## src/rtl/qtt_pkg.sv

```systemverilog
package qtt_pkg;
  localparam int DATA_W   = 32;
  localparam int WIN_BITS = 6;   // 64-byte window per channel
  localparam int WORD_W   = 4;   // word index inside a window

  // word index = byte offset / 4
  localparam logic [WORD_W-1:0] OFS_RST  = 4'd0;
  localparam logic [WORD_W-1:0] OFS_ENA  = 4'd1;
  localparam logic [WORD_W-1:0] OFS_DIS  = 4'd2;
  localparam logic [WORD_W-1:0] OFS_MODE = 4'd3;
  localparam logic [WORD_W-1:0] OFS_STAT = 4'd4;
  localparam logic [WORD_W-1:0] OFS_CNT  = 4'd5;
  localparam logic [WORD_W-1:0] OFS_TC   = 4'd6;
  localparam logic [WORD_W-1:0] OFS_IE   = 4'd7;
  localparam logic [WORD_W-1:0] OFS_ACK  = 4'd8;

  localparam logic [3:0] ST_IDLE = 4'd1;
  localparam logic [3:0] ST_RUN  = 4'd2;
  localparam int ACK_BIT = 7;

  typedef struct packed {
    logic rst;
    logic ena;
    logic dis;
    logic mode;
    logic tc;
    logic ie;
    logic ack;
  } ch_wr_t;

  function automatic logic [DATA_W-1:0] pack_status(input logic en, input logic os,
                                                    input logic ie, input logic pd);
    return {{(DATA_W-8){1'b0}}, pd, ie, os, en, (en ? ST_RUN : ST_IDLE)};
  endfunction

  function automatic logic ack_hits(input logic [DATA_W-1:0] wdata);
    return wdata[ACK_BIT];
  endfunction
endpackage

```

## src/rtl/qtt_decode.sv

```systemverilog
module qtt_decode
  import qtt_pkg::*;
#(
  parameter int N_CH   = 4,
  parameter int ADDR_W = 9
) (
  input  logic                     bus_valid,
  input  logic                     bus_write,
  input  logic [ADDR_W-1:0]        bus_addr,
  output logic [N_CH-1:0]          win_hit,
  output logic [WORD_W-1:0]        word_idx,
  output logic                     glob_hit,
  output ch_wr_t [N_CH-1:0]        wr_strb
);
  localparam int CH_W      = (N_CH > 1) ? $clog2(N_CH) : 1;
  localparam int GLOB_ADDR = N_CH << WIN_BITS;

  logic              aligned;
  logic              in_chan;
  logic [CH_W-1:0]   ch_idx;

  assign aligned  = (bus_addr[1:0] == 2'b00);
  assign in_chan  = aligned && (bus_addr < ADDR_W'(GLOB_ADDR));
  assign ch_idx   = bus_addr[WIN_BITS +: CH_W];
  assign word_idx = bus_addr[2 +: WORD_W];
  assign glob_hit = bus_valid && (bus_addr == ADDR_W'(GLOB_ADDR));

  for (genvar i = 0; i < N_CH; i++) begin : g_win
    assign win_hit[i] = bus_valid && in_chan && (ch_idx == CH_W'(i));

    always_comb begin
      wr_strb[i] = '0;
      if (win_hit[i] && bus_write) begin
        unique case (word_idx)
          OFS_RST:  wr_strb[i].rst  = 1'b1;
          OFS_ENA:  wr_strb[i].ena  = 1'b1;
          OFS_DIS:  wr_strb[i].dis  = 1'b1;
          OFS_MODE: wr_strb[i].mode = 1'b1;
          OFS_TC:   wr_strb[i].tc   = 1'b1;
          OFS_IE:   wr_strb[i].ie   = 1'b1;
          OFS_ACK:  wr_strb[i].ack  = 1'b1;
          default:  ;
        endcase
      end
    end
  end
endmodule

```

## src/rtl/qtt_channel.sv

```systemverilog
module qtt_channel
  import qtt_pkg::*;
#(
  parameter int CNT_W = 32
) (
  input  logic               clk,
  input  logic               rst_n,
  input  logic               tick,
  input  ch_wr_t             wr,
  input  logic [DATA_W-1:0]  wdata,
  output logic [CNT_W-1:0]   count,
  output logic [CNT_W-1:0]   tc_prog,
  output logic [DATA_W-1:0]  status,
  output logic               irq,
  output logic               evt,
  output logic               cmd,
  output logic               enabled,
  output logic               pending,
  output logic               live_os
);
  logic [CNT_W-1:0] cnt_q, tc_q, tc_live_q;
  logic             os_q, os_live_q, ie_q, en_q, pd_q;
  logic             hit;

  assign cmd = wr.rst | wr.ena | wr.dis;
  assign hit = (cnt_q == tc_live_q);
  assign evt = en_q & tick & hit & ~cmd;

  always_ff @(posedge clk) begin
    if (!rst_n) begin
      cnt_q     <= '0;
      tc_q      <= '0;
      tc_live_q <= '0;
      os_q      <= 1'b0;
      os_live_q <= 1'b0;
      ie_q      <= 1'b0;
      en_q      <= 1'b0;
      pd_q      <= 1'b0;
    end else begin
      if (wr.tc)   tc_q <= wdata[CNT_W-1:0];
      if (wr.mode) os_q <= wdata[0];
      if (wr.ie)   ie_q <= wdata[0];
      if (wr.ack && ack_hits(wdata)) pd_q <= 1'b0;

      if (wr.rst) begin
        cnt_q <= '0;
        pd_q  <= 1'b0;
        en_q  <= 1'b0;
      end else if (wr.dis) begin
        en_q <= 1'b0;
      end else if (wr.ena) begin
        en_q <= 1'b1;
        if (!en_q) begin
          tc_live_q <= tc_q;
          os_live_q <= os_q;
        end
      end else if (en_q && tick) begin
        if (hit) begin
          pd_q  <= 1'b1;   // event wins over a same-cycle acknowledge
          cnt_q <= '0;
          if (os_live_q) begin
            en_q <= 1'b0;
          end else begin
            tc_live_q <= tc_q;
            os_live_q <= os_q;
          end
        end else begin
          cnt_q <= cnt_q + 1'b1;
        end
      end
    end
  end

  assign count   = cnt_q;
  assign tc_prog = tc_q;
  assign status  = pack_status(en_q, os_q, ie_q, pd_q);
  assign irq     = pd_q & ie_q;
  assign enabled = en_q;
  assign pending = pd_q;
  assign live_os = os_live_q;
endmodule

```

## src/rtl/qtt_top.sv

```systemverilog
module qtt_top
  import qtt_pkg::*;
#(
  parameter int N_CH   = 4,
  parameter int CNT_W  = 32,
  parameter int ADDR_W = 9
) (
  input  logic               clk,
  input  logic               rst_n,
  input  logic [N_CH-1:0]    tick_en,
  input  logic               bus_valid,
  input  logic               bus_write,
  input  logic [ADDR_W-1:0]  bus_addr,
  input  logic [31:0]        bus_wdata,
  output logic [31:0]        bus_rdata,
  output logic [N_CH-1:0]    irq,
  output logic               clk_request
);
  logic [N_CH-1:0]              win_hit;
  logic [WORD_W-1:0]            word_idx;
  logic                         glob_hit;
  ch_wr_t [N_CH-1:0]            wr_strb;

  logic [N_CH-1:0]              ch_evt, ch_cmd, ch_rcmd, ch_en, ch_pd, ch_los;
  logic [N_CH-1:0][CNT_W-1:0]   ch_cnt, ch_tc;
  logic [N_CH-1:0][DATA_W-1:0]  ch_stat;
  logic                         crq_q;

  qtt_decode #(.N_CH(N_CH), .ADDR_W(ADDR_W)) u_dec (
    .bus_valid (bus_valid),
    .bus_write (bus_write),
    .bus_addr  (bus_addr),
    .win_hit   (win_hit),
    .word_idx  (word_idx),
    .glob_hit  (glob_hit),
    .wr_strb   (wr_strb)
  );

  for (genvar i = 0; i < N_CH; i++) begin : g_ch
    qtt_channel #(.CNT_W(CNT_W)) u_ch (
      .clk     (clk),
      .rst_n   (rst_n),
      .tick    (tick_en[i]),
      .wr      (wr_strb[i]),
      .wdata   (bus_wdata),
      .count   (ch_cnt[i]),
      .tc_prog (ch_tc[i]),
      .status  (ch_stat[i]),
      .irq     (irq[i]),
      .evt     (ch_evt[i]),
      .cmd     (ch_cmd[i]),
      .enabled (ch_en[i]),
      .pending (ch_pd[i]),
      .live_os (ch_los[i])
    );
    assign ch_rcmd[i] = wr_strb[i].rst;
  end

  always_ff @(posedge clk) begin
    if (!rst_n)                    crq_q <= 1'b0;
    else if (glob_hit && bus_write) crq_q <= bus_wdata[0];
  end
  assign clk_request = crq_q;

  always_comb begin
    bus_rdata = '0;
    if (bus_valid && !bus_write) begin
      if (glob_hit) bus_rdata = {{(DATA_W-1){1'b0}}, crq_q};
      for (int i = 0; i < N_CH; i++) begin
        if (win_hit[i]) begin
          case (word_idx)
            OFS_STAT: bus_rdata = ch_stat[i];
            OFS_CNT:  bus_rdata = DATA_W'(ch_cnt[i]);
            OFS_TC:   bus_rdata = DATA_W'(ch_tc[i]);
            default:  ;
          endcase
        end
      end
    end
  end
endmodule

```

## config.mk

```make
export PLATFORM = sky130hd
export DESIGN_NAME = qtt_top
export DESIGN_NICKNAME = d
export VERILOG_FILES = /design/src/rtl/qtt_pkg.sv /design/src/rtl/qtt_decode.sv /design/src/rtl/qtt_channel.sv /design/src/rtl/qtt_top.sv
export SDC_FILE = /design/constraint.sdc
export NUM_CORES = 1
export LEC_CHECK = 0
export BUFFER_PORTS_ARGS = -buffer_cell sky130_fd_sc_hd__buf_2
export CORE_MARGIN = 10
export CORE_UTILIZATION = 55
export DETAILED_ROUTE_END_ITERATION = 6
export PLACE_DENSITY = 0.72
export SYNTH_ARGS = -nofsm -noshare
export SYNTH_HDL_FRONTEND = slang
export SYNTH_SLANG_ARGS = --single-unit
```

## constraint.sdc

```tcl
create_clock -name clk -period 5.26 [get_ports clk]
set_input_delay 0.263 -clock clk [delete_from_list [all_inputs] [get_ports clk]]
set_output_delay 0.263 -clock clk [all_outputs]
set_load 0.03 [all_outputs]
```

==> reports/metrics.csv <==
stage,metric,value,unit
synth,synth_area_leaders,"dfxtp_1 (41%), nand2_1 (9.4%), xnor2_1 (6.7%)",
detailed_routing,drc_errors,4,
finish,seqCellArea,8110,um^2
pwr,p_leak,0.00801,uW
clock_network,cts_tree,built,
finish,area_growth_syn_to_layout,11.0,%
synth,synth_top_family_by_area,simple AND/OR/NAND/NOR gates,
clock_network,ctsHoldBuffers,11,
worst_setup_path,cp_common_cell,buf_2,
die,ios,86,
clock_network,cts_buffers,44,
synth,synth_xor_area_share,11.0,%
synth,netlist.area_leader.share,40.5,%
synth,yosysUniqueCellTypes,70,
worst_setup_path,crit_fanout,66,
place,globalplace.congestion,1.04,
clock_network,cts.path.max_buffers,3,
global_routing,antenna_found_initial,3,
worst_setup_path,crit_end,bus_rdata[21],
global_routing,overflow,0,
detailed_routing,drt-pass1-iter-count,7,
clock_network,clock_latency,0.60,ns
die,rows,69,
finish,multi_input_area,11100,um^2
worst_setup_path,crit_chain,"buf_2, nand2b_1, nor2_4, buf_12, a221oi_1, or4_1, nor2_1, buf_2",
detailed_routing,drtIter0Drc,2841,
synth,synthMuxAreaShare,4.76,%
worst_setup_path,reg2reg_slack,2.08,ns
die,fp.dieW,211,um
synth,syn_nets,2584,
pwr,ir_worst_vdd,266,uV
synth,syn_area,20000,um^2
timing,skew,0.0287,ns
worst_setup_path,worst_ep_required_time,5.00,ns
pwr,p_total,6690,uW
die,die_area,44400,um^2
worst_setup_path,r2r-end,g_ch[0].u_ch.tc_live_q[0]$_SDFFE_PN0P_,
status,violations,design-rule violations,
detailed_routing,ant_nets,0,
worst_setup_path,reg2reg_depth,6,
synth,async_flop_share,0,%
synth,ys_seq_elements,405,
synth,yosys_warnings,0,
clock_network,h-tree-depth,2,
clock_network,clk_pin_slew,0.06,ns
synth,synth_flop_cell,dfxtp_1,
worst_setup_path,rr_startpoint,g_ch[0].u_ch.count[25]$_SDFFE_PP0P_,
die,initial_core_util,56.0,%
synth,synth_compound_gate_area_share,15.3,%
worst_setup_path,arrival,3.12,ns
synth,syn_avg_cell_area,7.91,um^2
worst_setup_path,critical_path.max_stage_delay,0.73,ns
hold_path,hold_class,in -> reg,
finish,nNetsFinal,2562,
synth,synthAdderAreaFrac,0.250,%
synth,synth.largest_area_cell,dfxtp_1,
place,hpwl,52700,um
worst_setup_path,endpoint_kind,output port,
die,core_area,35700,um^2
job,drv_cap,0,
detailed_routing,avgViaCountPerCell,6.43,
detailed_routing,wirelength,74000,um
global_routing,grt_first_pass_wirelength,111000,um
synth,seq_area_frac_synth,40.5,%
timing,finalSetupViolCount,0,
worst_setup_path,slowest_stage,nor2_4,
worst_setup_path,path_class,in -> out,
status,status,finished with violations,
global_routing,grt_max_degree,142,
pwr,powerDensity,301,nW/um^2
place,port_buffers,85,
worst_setup_path,setup.worst_path.start,bus_addr[5],
clock_network,cts_sinks,405,
synth,synth-edff-count,0,
timing,final_max_slew_viol_count,0,
finish,drive_gt1_share,9.13,%
clock_network,cts_setup_buffers,0,
global_routing,grt_use_total,32.5,%
timing,fmax,296,MHz
detailed_routing,wl_per_cell,24.6,um
detailed_routing,vias,19300,
finish,n_fill_cell,3218,
timing,finalHoldViolations,0,
timing,finalCritPeriodShare,64.2,%
synth,synthCells,2531,
timing,tightest_slew,1.26,ns
worst_setup_path,worst_setup_path_start_kind,primary input,
timing,maxSlewHeadroom,15.8,%
timing,min_period,3.38,ns
timing,tns,0,ns
synth,yosys.area_share.simple,23.7,%
timing,rsz0062_at_grt,no,
global_routing,grt_pass1_vias,17900,
die,die_h,211,um
clock_network,cts-root-buf,clkbuf_16,
clock_network,cts-resized-gates,0,
-- cells in the mapped netlist (all sizes together), types with 3 or more instances --
cell type    n
nand3      117
o22ai       14
or2          5
o32a         3
nand2b       8
and2        11
nand4       55
a222oi       5
buf         34
and3        25
nor2b        5
ha           4
o211a        4
and4         8
a21boi       4
mux2i       93
nand2      505
o211ai       3
inv         15
a22oi       33
nor3        45
dfxtp      405
or4          7
nor4        54
a21oi      261
a31oi        4
nor2       199
a221oi      41
xnor2      153
xor2        98
nor4b        4
a221o       16
clkbuf     166
o21ai      101
-- sequential cells by signal (all words and copies together) (netlist names) --
register	flops
clk_request	1
g_ch.u_ch.count	128
g_ch.u_ch.enabled	4
g_ch.u_ch.ie_q	4
g_ch.u_ch.live_os	4
g_ch.u_ch.os_q	4
g_ch.u_ch.pending	4
g_ch.u_ch.tc_live_q	128
g_ch.u_ch.tc_prog	128
-- where the power goes --
part | switching, uW | leakage [uW] | internal (uW)
sequential | 0.447 | 0.00326 | 3070
clock | 1330 | 0.000769 | 2010
combinational | 218 | 0.00398 | 58.1
total | 1550 | 0.00801 | 5140
-- per-stage QoR --
step / util (%) / area (um^2) / hold WS (ns) / setup slack, ns / instances
after floorplan: - / 20000 / 0.399 / 2.27 / 2531
after global placement: 57.5 / 20600 / 0.455 / 1.87 / 2913
after detailed placement: 57.5 / 20600 / 0.460 / 1.78 / 2913
after CTS: 62.2 / 22200 / 0.000966 / 2.02 / 3003
after global routing: 62.2 / 22200 / 0.0176 / 1.88 / 3003
final: 62.2 / 22200 / 0.00239 / 1.88 / 3005
-- critical path: cells and delay by family --
kind / cells / cell delay, ns
and+or+nand+nor: 4 / 1.76
AOI/OAI and AO/OA: 1 / 0.29
buffers and inverters: 3 / 0.76
-- kinds of logic (layout without fill, tap and decap cells) --
family          Yosys count  after routing
compound gates          507            507
xor+xnor                251            251
fa+ha+maj                 4              4
buf+inv                 216            227
flops                   405            405
mux                      95             95
other cells               0              2
simple gates           1053           1053
-- final cells by class --
class / count / area share [%]
Multi-Input combinational cell: 1910 / 49.9
Sequential cell: 405 / 36.5
Clock buffer: 61 / 5.83
Timing Repair Buffer: 132 / 3.75
Tap cell: 461 / 2.60
Clock inverter: 18 / 1.13
Inverter: 16 / 0.293
Antenna cell: 2 / 0.0225
-- metal layers --
| metal | global-route usage (%) | share of wire [%] | vias to the layer above |
|---|---|---|---|
| li1 | - | - | 8720 |
| met1 | 44.0 | 41 | 9201 |
| met2 | 47.2 | 42 | 1228 |
| met3 | 8.71 | 13 | 182 |
| met4 | 15.1 | 4.8 | 6 |
| met5 | 0.556 | 0.055 | - |
-- worst min-delay path by stage --
stage,from,endpoint,slack (ns),cells after the start
2_1_floorplan,bus_wdata[30],g_ch[1].u_ch.tc_prog[30]$_SDFFE_PN0P_,0.40,2
3_3_place_gp,g_ch[0].u_ch.tc_prog[1]$_SDFFE_PN0P_,g_ch[0].u_ch.tc_live_q[1]$_SDFFE_PN0P_,0.45,2
3_5_place_dp,g_ch[3].u_ch.tc_prog[21]$_SDFFE_PN0P_,g_ch[3].u_ch.tc_prog[21]$_SDFFE_PN0P_,0.46,2
4_1_cts,bus_wdata[9],g_ch[3].u_ch.tc_prog[9]$_SDFFE_PN0P_,0.001,3
5_1_grt,bus_wdata[10],g_ch[1].u_ch.tc_prog[10]$_SDFFE_PN0P_,0.02,3
6_report,bus_wdata[26],g_ch[1].u_ch.tc_prog[26]$_SDFFE_PN0P_,0.002,3
-- placed cells by master, fill, tap and decap left out, types with 45 or more instances in the layout --
cell,count
a21oi_1,259
buf_2,84
clkbuf_16,45
dfxtp_1,405
mux2i_1,93
nand2_1,502
nand3_1,117
nand4_1,55
nor2_1,193
nor4_1,50
o21ai_0,97
xnor2_1,153
xor2_1,98
Note: power is estimated with default switching activity, not from simulation.
